<file path="src/rtl/clkcal_pkg.sv">
package clkcal_pkg;

  localparam int ADDR_W = 4;
  localparam int DATA_W = 8;

  localparam logic [ADDR_W-1:0] OFS_CTRL = 4'h8;
  localparam logic [ADDR_W-1:0] OFS_SEC  = 4'h9;
  localparam logic [ADDR_W-1:0] OFS_MIN  = 4'hA;
  localparam logic [ADDR_W-1:0] OFS_HR   = 4'hB;
  localparam logic [ADDR_W-1:0] OFS_DOW  = 4'hC;
  localparam logic [ADDR_W-1:0] OFS_DATE = 4'hD;
  localparam logic [ADDR_W-1:0] OFS_MON  = 4'hE;
  localparam logic [ADDR_W-1:0] OFS_YR   = 4'hF;

  typedef struct packed {
    logic [5:0] cen;
    logic [7:0] yr;
    logic [4:0] mon;
    logic [5:0] date;
    logic [2:0] dow;
    logic [5:0] hr;
    logic [6:0] min;
    logic [6:0] sec;
  } cal_t;

  localparam cal_t CAL_RESET = '{cen: 6'h00, yr: 8'h00, mon: 5'h01,
                                 date: 6'h01, dow: 3'd1, hr: 6'h00,
                                 min: 7'h00, sec: 7'h00};

  // Add one to a two-digit packed BCD value.
  function automatic logic [7:0] bcd_inc(input logic [7:0] v);
    logic [7:0] r;
    if (v[3:0] >= 4'd9) r = {v[7:4] + 4'd1, 4'd0};
    else                r = {v[7:4], v[3:0] + 4'd1};
    return r;
  endfunction

  // Leap rule: binary value of the BCD year divisible by four.
  function automatic logic is_leap(input logic [7:0] yr);
    logic [6:0] b;
    b = {3'b000, yr[7:4]} * 7'd10 + {3'b000, yr[3:0]};
    return (b[1:0] == 2'b00);
  endfunction

  // Last date of a month, in BCD.
  function automatic logic [5:0] month_last(input logic [4:0] mon,
                                            input logic [7:0] yr);
    logic [5:0] r;
    case (mon)
      5'h02:                      r = is_leap(yr) ? 6'h29 : 6'h28;
      5'h04, 5'h06, 5'h09, 5'h11: r = 6'h30;
      default:                    r = 6'h31;
    endcase
    return r;
  endfunction

  // One-second step of the whole calendar, with the carry chain.
  function automatic cal_t cal_advance(input cal_t c, input logic [5:0] cen_last);
    cal_t n;
    logic [7:0] t;
    n = c;
    if (c.sec < 7'h59) begin
      t = bcd_inc({1'b0, c.sec}); n.sec = t[6:0];
    end else begin
      n.sec = '0;
      if (c.min < 7'h59) begin
        t = bcd_inc({1'b0, c.min}); n.min = t[6:0];
      end else begin
        n.min = '0;
        if (c.hr < 6'h23) begin
          t = bcd_inc({2'b00, c.hr}); n.hr = t[5:0];
        end else begin
          n.hr  = '0;
          n.dow = (c.dow >= 3'd7) ? 3'd1 : c.dow + 3'd1;
          if (c.date < month_last(c.mon, c.yr)) begin
            t = bcd_inc({2'b00, c.date}); n.date = t[5:0];
          end else begin
            n.date = 6'h01;
            if (c.mon < 5'h12) begin
              t = bcd_inc({3'b000, c.mon}); n.mon = t[4:0];
            end else begin
              n.mon = 5'h01;
              if (c.yr != 8'h99) begin
                n.yr = bcd_inc(c.yr);
              end else begin
                n.yr = '0;
                if (c.cen < cen_last) begin
                  t = bcd_inc({2'b00, c.cen}); n.cen = t[5:0];
                end else begin
                  n.cen = '0;
                end
              end
            end
          end
        end
      end
    end
    return n;
  endfunction

endpackage

</file>
<file path="src/rtl/clkcal_core.sv">
module clkcal_core
  import clkcal_pkg::*;
#(
  parameter logic [5:0] CENTURY_LAST = 6'h39
) (
  input  logic clk,
  input  logic rst_n,
  input  logic adv_en,
  input  logic load_en,
  input  cal_t load_val,
  output cal_t cnt_q,
  output cal_t cnt_nxt
);

  always_comb begin
    cnt_nxt = adv_en ? cal_advance(cnt_q, CENTURY_LAST) : cnt_q;
  end

  always_ff @(posedge clk or negedge rst_n) begin
    if (!rst_n)       cnt_q <= CAL_RESET;
    else if (load_en) cnt_q <= load_val;
    else              cnt_q <= cnt_nxt;
  end

endmodule

</file>
<file path="src/rtl/clkcal_regs.sv">
module clkcal_regs
  import clkcal_pkg::*;
(
  input  logic              clk,
  input  logic              rst_n,
  input  logic              cs,
  input  logic              we,
  input  logic              re,
  input  logic [ADDR_W-1:0] addr,
  input  logic [DATA_W-1:0] wdata,
  input  logic              refresh_en,
  input  cal_t              cnt_nxt,
  output cal_t              user_q,
  output logic              w_bit,
  output logic              r_bit,
  output logic              osc_stop,
  output logic              ft_bit,
  output logic              load_en,
  output cal_t              load_val,
  output logic [DATA_W-1:0] rdata
);

  logic wr_en;
  assign wr_en   = cs & we;
  assign load_en = wr_en && (addr == OFS_CTRL) && w_bit && !wdata[7];

  always_comb begin
    load_val     = user_q;
    load_val.cen = wdata[5:0];
  end

  always_ff @(posedge clk or negedge rst_n) begin
    if (!rst_n) begin
      user_q   <= CAL_RESET;
      w_bit    <= 1'b0;
      r_bit    <= 1'b0;
      osc_stop <= 1'b0;
      ft_bit   <= 1'b0;
    end else begin
      if (refresh_en) user_q <= cnt_nxt;
      if (wr_en) begin
        case (addr)
          OFS_CTRL: begin
            w_bit      <= wdata[7];
            r_bit      <= wdata[6];
            user_q.cen <= wdata[5:0];
          end
          OFS_SEC: begin
            osc_stop   <= wdata[7];
            user_q.sec <= wdata[6:0];
          end
          OFS_MIN:  user_q.min  <= wdata[6:0];
          OFS_HR:   user_q.hr   <= wdata[5:0];
          OFS_DOW: begin
            ft_bit     <= wdata[6];
            user_q.dow <= wdata[2:0];
          end
          OFS_DATE: user_q.date <= wdata[5:0];
          OFS_MON:  user_q.mon  <= wdata[4:0];
          OFS_YR:   user_q.yr   <= wdata;
          default: ;
        endcase
      end
    end
  end

  always_comb begin
    rdata = '0;
    if (cs && re) begin
      case (addr)
        OFS_CTRL: rdata = {w_bit, r_bit, user_q.cen};
        OFS_SEC:  rdata = {osc_stop, user_q.sec};
        OFS_MIN:  rdata = {1'b0, user_q.min};
        OFS_HR:   rdata = {2'b00, user_q.hr};
        OFS_DOW:  rdata = {1'b0, ft_bit, 3'b000, user_q.dow};
        OFS_DATE: rdata = {2'b00, user_q.date};
        OFS_MON:  rdata = {3'b000, user_q.mon};
        OFS_YR:   rdata = user_q.yr;
        default:  rdata = '0;
      endcase
    end
  end

endmodule

</file>
<file path="src/rtl/clkcal_top.sv">
module clkcal_top
  import clkcal_pkg::*;
#(
  parameter logic [5:0] CENTURY_LAST = 6'h39
) (
  input  logic              clk,
  input  logic              rst_n,
  input  logic              sec_tick,
  input  logic              bus_cs,
  input  logic              bus_we,
  input  logic              bus_re,
  input  logic [ADDR_W-1:0] bus_addr,
  input  logic [DATA_W-1:0] bus_wdata,
  output logic [DATA_W-1:0] bus_rdata
);

  cal_t cnt_q, cnt_nxt, user_q, load_val;
  logic w_bit, r_bit, osc_stop, ft_bit;
  logic adv_en, load_en, refresh_en;

  // Named events used by the checker
  assign adv_en     = sec_tick & ~osc_stop;
  assign refresh_en = sec_tick & ~w_bit & ~r_bit;

  clkcal_core #(.CENTURY_LAST(CENTURY_LAST)) core_i (
    .clk      (clk),
    .rst_n    (rst_n),
    .adv_en   (adv_en),
    .load_en  (load_en),
    .load_val (load_val),
    .cnt_q    (cnt_q),
    .cnt_nxt  (cnt_nxt)
  );

  clkcal_regs regs_i (
    .clk        (clk),
    .rst_n      (rst_n),
    .cs         (bus_cs),
    .we         (bus_we),
    .re         (bus_re),
    .addr       (bus_addr),
    .wdata      (bus_wdata),
    .refresh_en (refresh_en),
    .cnt_nxt    (cnt_nxt),
    .user_q     (user_q),
    .w_bit      (w_bit),
    .r_bit      (r_bit),
    .osc_stop   (osc_stop),
    .ft_bit     (ft_bit),
    .load_en    (load_en),
    .load_val   (load_val),
    .rdata      (bus_rdata)
  );

endmodule

</file>
<file path="config.mk">
export PLATFORM = sky130hd
export DESIGN_NAME = clkcal_top
export DESIGN_NICKNAME = d
export VERILOG_FILES = /design/src/rtl/clkcal_pkg.sv /design/src/rtl/clkcal_core.sv /design/src/rtl/clkcal_regs.sv /design/src/rtl/clkcal_top.sv
export SDC_FILE = /design/constraint.sdc
export NUM_CORES = 1
export LEC_CHECK = 0
export ABC_AREA = 1
export BUFFER_PORTS_ARGS = -buffer_cell sky130_fd_sc_hd__buf_4
export CAP_MARGIN = 0
export CELL_PAD_IN_SITES_DETAIL_PLACEMENT = 1
export CELL_PAD_IN_SITES_GLOBAL_PLACEMENT = 1
export CORE_MARGIN = 5
export CORE_UTILIZATION = 42
export CTS_BUF_LIST = sky130_fd_sc_hd__clkbuf_16
export DETAILED_ROUTE_END_ITERATION = 16
export PLACE_DENSITY = 0.88
export SLEW_MARGIN = 15
export SYNTH_ARGS = -nofsm -noshare
export SYNTH_HDL_FRONTEND = slang
export SYNTH_SLANG_ARGS = --single-unit
</file>
<file path="constraint.sdc">
create_clock -name clk -period 2.3 [get_ports clk]
set_clock_uncertainty 0.15 [all_clocks]
set_input_delay 0.115 -clock clk [delete_from_list [all_inputs] [get_ports clk]]
set_output_delay 0.115 -clock clk [all_outputs]
set_load 0.01 [all_outputs]
</file>
* Word level (Yosys, flattened, before mapping)
Cells that the tools add are included.
** Word-level totals
- Register bits after elaboration :: 100
- Latch bits :: 0
- RAM bits :: 0
- ROM bits :: 0
- Output and inout bits :: 8
- Memories kept :: 0
** Operators by class
- Add/sub/neg operators :: 16
- Multiply operators :: 1
- Div/mod/pow operators :: 0
- $lt $le $gt $ge :: 14
- Equality and inequality tests :: 14
- Shifts and indexed selects :: 0
- Multiplexer cells :: 40
- Bitwise operators :: 7
- Reductions and logical operators :: 10
** Operators by type and width (count)
- $mux W48 :: 4
- $mux W6 :: 13
- $pmux W8 S8 :: 1
- $mux W7 :: 6
- $mux W41 :: 1
- $mux W34 :: 1
- $add A4 B1 Y4 const B :: 8
- $eq A4 B4 Y1 const B :: 8
- $mux W8 :: 4
- $ge A4 B4 Y1 const B :: 7
- $mux W28 :: 1
- $mux W19 :: 1
- $mux W5 :: 3
- $lt A7 B7 Y1 const B :: 2
- $mux W14 :: 1
- $lt A6 B6 Y1 const B :: 2
- $pmux W6 S2 :: 1
- $eq A5 B3 Y1 const B :: 2
- $add A3 B1 Y3 const B :: 3
- $ne A8 B8 Y1 const B :: 1
- $add A2 B1 Y2 const B :: 3
- $lt A6 B6 Y1 :: 1
- $mux W3 :: 2
- $reduce_and A2 Y1 :: 3
- other kinds (15) :: 23

* Longest topological paths before layout
- Depth after elaboration :: 17
- Mapped depth :: 17
- Mapped depth without buffers :: 16

* Hierarchy
A second synthesis with hierarchy kept.
** Second synthesis, totals
- Cells, all modules :: 948
- Area, all modules :: 7124.3 µm²
** Modules (own cells, without submodules)
- clkcal_core :: instances 1, cells an instance 530, area an instance 3678.5 µm²
- clkcal_regs :: instances 1, cells an instance 413, area an instance 3424.5 µm²
- clkcal_top :: instances 1, cells an instance 5, area an instance 21.3 µm²

* Least setup slack after synthesis
No wires, ideal clock.
- Kind :: register -> register
- From :: register core_i.cnt_q[29] (netlist name)
- To :: register regs_i.load_val[25] (netlist name)
- Arrival :: 2309 ps
- Data required time :: 2077 ps
- Path slack :: -232 ps
- Stages on the path, launching flop included :: 16
- Path buffers :: 1
- Path through :: dfstp_2 > inv_1 > ha_1 > nand2_2 > nor2_4 > inv_1 > ha_1 > a21oi_1 > nor2_1 > a21oi_1 > nand2_2 > buf_6 > or2_1 > a21oi_2 > nand2_1 > a21oi_2
** Between the ends
- Longest elaborated chain between the ends :: 15
- Elaborated cells on any way between the ends :: 19
- Classes of those cells :: order compare: 1; eq/ne: 5; mux: 12; reduce/logical: 1
** Ends and longest elaborated chain
- $eq A5 B3 Y1 (tied with other cells) :: RTL line clkcal_pkg.sv:49 : case (mon)
- $reduce_or A4 Y1 :: RTL line clkcal_pkg.sv:49
- $pmux W6 S2 * :: RTL line clkcal_pkg.sv:49
- $mux W6 * :: RTL line clkcal_pkg.sv:70 : if (c.hr < 6'h23) begin
- $mux W6 * :: RTL line clkcal_pkg.sv:66 : if (c.min < 7'h59) begin
- $mux W6 * :: RTL line clkcal_pkg.sv:62 : if (c.sec < 7'h59) begin
- $lt A6 B6 Y1 * :: RTL line clkcal_pkg.sv:75 : if (c.date < month_last(c.mon, c.yr)) begin
- $mux W6 * :: RTL line clkcal_pkg.sv:75
- $mux W28 * :: RTL line clkcal_pkg.sv:70
- $mux W34 * :: RTL line clkcal_pkg.sv:66
- $mux W41 * :: RTL line clkcal_pkg.sv:62
- $mux W48 * :: RTL line clkcal_core.sv:16 : cnt_nxt = adv_en ? cal_advance(cnt_q, CENTURY_LAST) : cnt_q;
- $mux W48 * :: RTL line clkcal_regs.sv:40 : if (refresh_en) user_q <= cnt_nxt;
- $mux W6 :: RTL line clkcal_regs.sv:42 : case (addr)
- $mux W48 * :: RTL line clkcal_regs.sv:41 : if (wr_en) begin
Mark *: on every way between the ends. The rest lies on a longest branch, timed or not. The select of a mux whose other input is x is not followed.
A chain may end at the register's enable or synchronous reset.

* Worst setup path after layout
- From :: register core_i.cnt_q[30] (netlist name)
- To :: register regs_i.load_val[33] (netlist name)
** Between the ends
- Longest elaborated chain between the ends :: 15
- Elaborated cells on any way between the ends :: 23
- Classes of those cells :: order compare: 3; eq/ne: 5; mux: 14; reduce/logical: 1
** Ends and longest elaborated chain (RTL line)
- $eq A5 B3 Y1 (tied with other cells) :: clkcal_pkg.sv:49
- $reduce_or A4 Y1 :: clkcal_pkg.sv:49
- $pmux W6 S2 :: clkcal_pkg.sv:49
- $mux W6 :: clkcal_pkg.sv:70
- $mux W6 :: clkcal_pkg.sv:66
- $mux W6 :: clkcal_pkg.sv:62
- $lt A6 B6 Y1 :: clkcal_pkg.sv:75
- $mux W19 * :: clkcal_pkg.sv:75
- $mux W28 * :: clkcal_pkg.sv:70
- $mux W34 * :: clkcal_pkg.sv:66
- $mux W41 * :: clkcal_pkg.sv:62
- $mux W48 * :: clkcal_core.sv:16
- $mux W48 * :: clkcal_regs.sv:40
- $mux W5 :: clkcal_regs.sv:42
- $mux W48 * :: clkcal_regs.sv:41
Marks and branches as above.

==> run metrics <==
outcome=complete, but fails checks; failing checks=setup timing; CTS Root Cell=clkbuf_16; synthesis-to-finish area growth=30.5%; number of global-route vias before repair=7252; worst setup path class=reg2reg; Ports=26; Initial Utilization=0.426; initial antenna violation count=0; ANT cells=0; Final Max Tran Viols=0; GRT Overall Usage=0.280; min Tclk post-route=2660 ps; clock transition at the registers of the reported paths=80 ps; CTS tree=yes; Seq/Total Area, Yosys=0.389; period utilization=1.16; largest net degree at the start of global routing=66; post-DR vias/cell=6.33; row count=45; Leak=4.13 nW; post-route ant nets=0; Hold WC Path Type=in2async; global-route wire length before repair=39.4 mm; Critical Path End Type=flip-flop; Placed Area=7190 um^2; Synth Net Count=952; RSZ-0062 raised after global routing=yes; Vias=7466; die height=134 um; synthesized area per cell=7.17 um^2; share of layout cells above drive strength 1=0.233; clock buffer depth=2; H-tree depth=3; register area=2510 um^2; clock net sink count=100; synth top area cells=dfrtp_1 36%, nand2_1 11%, inv_1 7.8%; Layout Nets=1038; yosys warns=0; Slew HR=0.419; EDFF count, synth=0; Remaining DRCs=0; Power Density=987 nW/um^2; Worst Path Required=2410 ps; Post-synth top cells=193 x nand2_1, 135 x inv_1, 97 x nor2_1, 94 x dfrtp_1, 92 x o21ai_0; Die X=134 um; Design Area, Final=8420 um^2; Multi-input gate area=3950 um^2; crit-path max cell delay=440 ps; Clock Latency Late Sink=360 ps; final setup margin=-363 ps; largest vdd supply drop=597 uV; CTS buffer count=9; cell taking the most area after synthesis=dfrtp_1; Total Neg Setup Slack=-12310 ps; fillcell total=1847; crit-path cells=ha_4 -> nand2_4 -> nor2_4 -> inv_2 -> ha_4 -> nand2_2 -> nor2_4 -> nand2_2 -> nand2_4 -> nand2_8 -> clkbuf_16 -> o21ai_4 -> nand3_1 -> a22oi_1; Post-synth ARST share=1.00; Hold WS=73.5 ps; die area=18000 um^2; setup violation total in the final timing report=56; slowest stage cell, crit path=dfrtp_1; synthesized instance count=901; Synth Cell Area=6460 um^2; Final Hold Violating Endpoints=0; DRT iter0 DRCs=917; CP startpoint kind=flip-flop; f_max=375 MHz; final WL=29.7 mm; top-area cell type share of the netlist area=0.364; Main synth FF type=dfrtp_1; Worst-Margin Slew=871 ps; top-count cell post-synth=nand2_1; Yosys cell types=46; wire per inst=25.2 um; Crit Path Max Fanout=5; # port buffers=25; total gr overflow=0; Final Wtd Congestion=0.890; CP Data Arrival Time=2770 ps; Core Region=15100 um^2; drt pass-1 iters=5; DPL Wire Length=17.1 mm; Max Cap Violations=0; post-route total power=8.32 mW; #FFs+latches synth=100
-- placed cells by master (no fill, tap or decap), drive strengths merged, types with 2 or more instances in the layout --
| cell | n |
|---|---|
| o21ai | 104 |
| inv | 142 |
| ha | 33 |
| a21oi | 57 |
| a221oi | 4 |
| nor3 | 6 |
| nand4 | 8 |
| nand3 | 54 |
| o22ai | 17 |
| o211ai | 3 |
| xor2 | 3 |
| dlygate4sd3 | 9 |
| nor3b | 3 |
| dfrtp | 94 |
| nand3b | 3 |
| buf | 91 |
| clkinv | 2 |
| a22oi | 8 |
| a31oi | 15 |
| or2 | 3 |
| nor2 | 102 |
| a2bb2oi | 3 |
| clkbuf | 10 |
| dfstp | 6 |
| nand2 | 200 |
-- area by class of cell --
type,count,area share
Tap cell,188,0.0279
Clock inverter,7,0.00639
Inverter,137,0.0622
Timing Repair inverter,1,0.00134
Timing Repair Buffer,101,0.108
Multi-Input combinational cell,637,0.469
Sequential cell,100,0.298
Clock buffer,9,0.0267
-- flip-flops by register name, indices dropped and copies added, names as in the netlist --
name	count
core_i.cnt_q	48
regs_i.load_val	42
regs_i.ft_bit	1
regs_i.user_q	6
regs_i.osc_stop	1
regs_i.w_bit	1
regs_i.r_bit	1
-- final timing paths --
path | start | endpoint | slack (ps) | depth (start not counted)
setup / recovery | core_i.cnt_q[30]$_DFF_PN0_ | regs_i.load_val[33]$_DFF_PN0_ | -360 | 14
hold / removal | rst_n | core_i.cnt_q[47]$_DFF_PN0_ | 70 | 2
max in group asynchronous | rst_n | core_i.cnt_q[20]$_DFF_PN1_ | 1190 | 3
hold reg to reg | regs_i.load_val[20]$_DFF_PN1_ | core_i.cnt_q[20]$_DFF_PN1_ | 340 | 2
setup reg to reg | core_i.cnt_q[30]$_DFF_PN0_ | regs_i.load_val[33]$_DFF_PN0_ | -360 | 14
min in group clk | bus_addr[2] | regs_i.r_bit$_DFFE_PN0P_ | 120 | 6
-- per-stage QoR --
| step | setup slack [ps] | std cells | utilization |
|---|---|---|---|
| after floorplan | -123 | 901 | - |
| after global placement | -213 | 1134 | 0.475 |
| after detailed placement | -361 | 1134 | 0.475 |
| after CTS | -175 | 1170 | 0.528 |
| after global routing | -440 | 1180 | 0.556 |
| final | -363 | 1180 | 0.556 |
-- critical path: cells and delay by family (launching register included) --
family | cells | cell delay [ps]
and+or+nand+nor | 8 | 830
adders and majority gates | 2 | 470
DFF | 1 | 440
AOI/OAI and AO/OA | 2 | 410
buffers and inverters | 2 | 260
-- timing repair --
action	in CTS	in global routing
pin swaps	23	33
setup buffers	9	10
cloned	2	1
endpoints found under the hold margin	124	0
resized for setup	91	77
hold buffers	9	0
endpoints found under the setup margin	50	71
-- where the power goes --
group	internal, mW	switching (mW)
Combinational	1.28	2.29
Clock	0.827	0.748
Sequential	2.48	0.695
-- per-layer routing --
layer,global-route usage,up-vias,wire [um]
met5,0.0250,-,0
met4,0.115,0,2340
met3,0.0596,204,2580
met2,0.473,512,13900
met1,0.346,3630,10900
li1,-,3120,-
-- cell families (layout without fill, tap and decap cells) --
family | count (synthesis) | after routing | synth area share
AOI/OAI and AO/OA | 220 | 220 | 0.192
xor gates and xnor gates | 4 | 4 | 0.00543
adders and majority gates | 33 | 33 | 0.0639
buffers and inverters | 165 | 255 | 0.100
DFF | 100 | 100 | 0.389
muxes | 1 | 1 | 0.00174
and+or+nand+nor | 378 | 379 | 0.249
(Power assumes the default switching activity.)
